===== src/rtl/crc7_pkg.sv =====
package crc7_pkg;
  localparam int unsigned CRC_W = 7;
  localparam logic [CRC_W-1:0] CRC_POLY = 7'h09;  // x^7 + x^3 + 1, x^7 implicit

  typedef enum logic [1:0] {
    OP_HOLD  = 2'd0,
    OP_CLEAR = 2'd1,
    OP_DATA  = 2'd2,
    OP_FLUSH = 2'd3
  } crc_op_e;
endpackage


===== src/rtl/crc7_op_decode.sv =====
module crc7_op_decode
  import crc7_pkg::*;
(
  input  logic    clr_i,
  input  logic    en_i,
  input  logic    zero_i,
  output crc_op_e op_o
);
  always_comb begin
    if (clr_i)       op_o = OP_CLEAR;
    else if (!en_i)  op_o = OP_HOLD;
    else if (zero_i) op_o = OP_FLUSH;
    else             op_o = OP_DATA;
  end
endmodule


===== src/rtl/crc7_lfsr.sv =====
module crc7_lfsr
  import crc7_pkg::*;
#(
  parameter int unsigned       W    = CRC_W,
  parameter logic [W-1:0]      POLY = CRC_POLY
) (
  input  logic         clk_i,
  input  logic         rst_ni,
  input  crc_op_e      op_i,
  input  logic         bit_i,
  output logic [W-1:0] state_o
);
  logic [W-1:0] state_q, step_d;
  logic         fb;

  // feedback is gated off in flush mode, turning the register into a plain shifter
  assign fb = (op_i == OP_DATA) ? (bit_i ^ state_q[W-1]) : 1'b0;

  for (genvar s = 0; s < W; s++) begin : g_stage
    if (s == 0) begin : g_head
      assign step_d[s] = fb;
    end else if (POLY[s]) begin : g_tap
      assign step_d[s] = state_q[s-1] ^ fb;
    end else begin : g_pass
      assign step_d[s] = state_q[s-1];
    end
  end

  always_ff @(posedge clk_i or negedge rst_ni) begin
    if (!rst_ni) begin
      state_q <= '0;
    end else begin
      unique case (op_i)
        OP_CLEAR: state_q <= '0;
        OP_DATA,
        OP_FLUSH: state_q <= step_d;
        default:  state_q <= state_q;
      endcase
    end
  end

  assign state_o = state_q;
endmodule


===== src/rtl/crc7_serial_unit.sv =====
module crc7_serial_unit
  import crc7_pkg::*;
(
  input  logic             clk_i,
  input  logic             rst_ni,
  input  logic             clr_i,
  input  logic             en_i,
  input  logic             zero_i,
  input  logic             bit_i,
  output logic             ser_o,
  output logic [CRC_W-1:0] crc_o
);
  crc_op_e          op;
  logic [CRC_W-1:0] state;

  crc7_op_decode i_decode (
    .clr_i  (clr_i),
    .en_i   (en_i),
    .zero_i (zero_i),
    .op_o   (op)
  );

  crc7_lfsr #(
    .W    (CRC_W),
    .POLY (CRC_POLY)
  ) i_lfsr (
    .clk_i   (clk_i),
    .rst_ni  (rst_ni),
    .op_i    (op),
    .bit_i   (bit_i),
    .state_o (state)
  );

  assign crc_o = state;
  assign ser_o = state[CRC_W-1];
endmodule


===== config.mk =====
export PLATFORM = sky130hd
export DESIGN_NAME = crc7_serial_unit
export DESIGN_NICKNAME = d
export VERILOG_FILES = /design/src/rtl/crc7_pkg.sv /design/src/rtl/crc7_op_decode.sv /design/src/rtl/crc7_lfsr.sv /design/src/rtl/crc7_serial_unit.sv
export SDC_FILE = /design/constraint.sdc
export NUM_CORES = 1
export LEC_CHECK = 0
export ABC_AREA = 1
export BUFFER_PORTS_ARGS = -buffer_cell sky130_fd_sc_hd__buf_2
export CAP_MARGIN = 15
export CORE_AREA = 2 2 39 41
export DETAILED_ROUTE_END_ITERATION = 16
export DIE_AREA = 0 0 41 43
export PLACE_DENSITY = 0.46
export SYNTH_ARGS = -nofsm -noshare
export SYNTH_HDL_FRONTEND = slang
export SYNTH_SLANG_ARGS = --single-unit

===== constraint.sdc =====
create_clock -name clk_i -period 1.35 [get_ports clk_i]
set_clock_uncertainty 0.05 [all_clocks]
set_input_delay 0 -clock clk_i [delete_from_list [all_inputs] [get_ports clk_i]]
set_output_delay 0 -clock clk_i [all_outputs]
set_load 0.01 [all_outputs]

==> qor.csv <==
metric;value;unit
DR WL met2;299;um
CTS Buf Count;3;
layout cells sized above 1;38.9;%
WL met3;46;um
first-pass GRT wire length;972;um
wl on met1;323;um
Place WS;349;ps
hpwl dp;524;um
vias in the first global route;253;
clk_lat worst skew;260;ps
Worst Hold Class;input port to flop;
post-synth net total;43;
Nets;61;
Num Clock Sinks;7;
GRT Total Usage;8.38;%
Mapped Area;317;um2
post-route ant nets;0;
CP bufs+invs;1;
Hold Fails Final Rpt;0;
H-tree levels;1;
syn avg cell area;8.56;um2
Worst Hold Slack;26.2;ps
Worst setup SP type;flop;
power density over the cells;1070;nW/um2
CP peak stage delay;410;ps
top layer in use;met4;
Relative slew margins;88.6;%
die area;1760;um2
Area contributors post-synth;dfrtp_1 (55%), inv_1 (9.5%), nand2_1 (8.3%), o22ai_1 (7.9%), nand2_2 (4.0%);
post-synth top area cell;dfrtp_1;
sequence of cells on the critical path;nand2_1 > inv_1 > nor2_1 > nand3_1 > nand3_1 > nand2_1;
Synth Warn #;0;
CORE AREA;1380;um2
vias;285;
Post-CTS Setup Repair Bufs;0;
Chip Width;41;um
pin count of the biggest net entering global routing;8;
CTS Buffer Depth;2;
total of max-cap violations;0;
share of the synthesized area in the top cell type;55.3;%
final worst slack;362;ps
sequential fraction of the synthesis area;55.3;%
Root Driver;clkbuf_4;
final global-route overflow total;0;
Critical Path Sink Type;flop;
TritonCTS clock tree;done;
Initial Util;22.9;%
area grow syn2layout;36.4;%
TritonRoute pass-1 iters;4;
crit-path leading delay family;flip-flops;
Routed WL per cell;9.67;um
clk slew on worst S/H paths;60;ps
Crit-path slowest cell;dfrtp_1;
num rows;14;
Setup TNS;0;ps
die height;43;um
initial antenna violation count;0;
Vias per Instance;4.07;
cts repair resizes;0;
detailed router's first-iteration violation count;2;
Pleak;0.250;nW
Placer Congestion;0.667;
Detailed Route WL;677;um
VDD IR-drop max;0.315;mV
Worst-Margin Slew;171;ps
boundary pin count;14;
CP required;1450;ps
Remaining DRCs;0;
fin cells;70;
period utilization;73.2;%
fmax;1.01;GHz
CP Max Fanout;5;
critical path data arrival time;1090;ps
Finished Cell Area;432;um2
Max Slew Vio Count;0;
n_diodes;0;
RSZ-0062 raised after global routing;false;
max reg flops;7;
status;complete, no violations;
Netlist cell types;11;
placed cell count;65;
Mapped Cells;37;
Yosys reg bits;7;
Final setup viols;0;
Final min period;988;ps
IO buf count;13;
CP Class;flop to flop;
Placed Area;394;um2
worst min-delay path, stage by stage:
cell     delay (ps)
buf_2           100
a21oi_2          50
nand2_1          80
o22ai_1          70
logic make-up (layout without fill, tap and decap cells):
logic type | after synthesis | in the layout | synth area share (%)
simple gates | 13 | 13 | 17.8
buf+inv | 10 | 27 | 13.0
compound gates | 7 | 7 | 13.8
flops | 7 | 7 | 55.3
per-stage QoR:
stage / utilization, % / power, mW
finish: 31.2 / 0.461
global route: 31.2 / 0.484
CTS: 31.2 / 0.466
detailed placement: 28.5 / 0.264
global placement: 28.5 / 0.264
floorplan: - / 0.243
layout make-up:
cell class / instances / area (um2)
tap: 16 / 20.0
multi-input combinational: 20 / 100
inverter: 9 / 33.8
clock inverter: 1 / 5.00
sequential: 7 / 175
fill: 152 / 952
clock buffer: 3 / 22.5
timing repair buffer: 14 / 75.1
path summary, 6_finish.rpt:
kind | startpoint | end | slack, ps | depth (start not counted)
worst max register to register | i_lfsr.state_o[6] | i_lfsr.state_o[3] | 360 | 6
worst min-delay path | clr_i | i_lfsr.state_o[0] | 30 | 4
worst max-delay path | i_lfsr.state_o[6] | i_lfsr.state_o[3] | 360 | 6
min in group asynchronous | rst_ni | i_lfsr.state_o[3] | 50 | 2
max in group asynchronous | rst_ni | i_lfsr.state_o[2] | 1030 | 2
worst min register to register | i_lfsr.state_o[3] | i_lfsr.state_o[3] | 450 | 2
per-layer routing:
metal | GRT usage (%) | up-vias
li1 | - | 149
met3 | 3.14 | 2
met2 | 11.9 | 10
met5 | 0 | -
met1 | 10.8 | 124
met4 | 4.00 | 0
Yosys cell counts:
cell type,instances
a21oi_2,1
buf_4,1
dfrtp_1,7
inv_1,8
inv_2,1
nand2_1,7
nand2_2,2
nand3_1,2
nor2_1,2
o21ai_1,2
o22ai_1,4
placed cells by master, fill, tap and decap left out:
| cell type | instances |
|---|---|
| a21oi_2 | 1 |
| dfrtp_1 | 7 |
| nand2_1 | 7 |
| nand3_1 | 2 |
| clkbuf_4 | 3 |
| inv_1 | 8 |
| dlygate4sd3_1 | 1 |
| clkinv_2 | 1 |
| buf_2 | 13 |
| nand2_2 | 2 |
| nor2_1 | 2 |
| o22ai_1 | 4 |
| o21ai_1 | 2 |
| inv_2 | 1 |
power breakdown:
part	switching [mW]	leakage [nW]	internal [mW]
Clock	0.0906	0.0177	0.109
Combinational	0.0281	0.135	0.0175
Sequential	0.00224	0.0970	0.214
what timing repair did:
action                                  4_1_cts  5_1_grt
hold buffers                                  1        0
hold endpoints to repair                      7        0
endpoints found under the setup margin        0        0
Note: power is estimated with default switching activity, not from simulation.
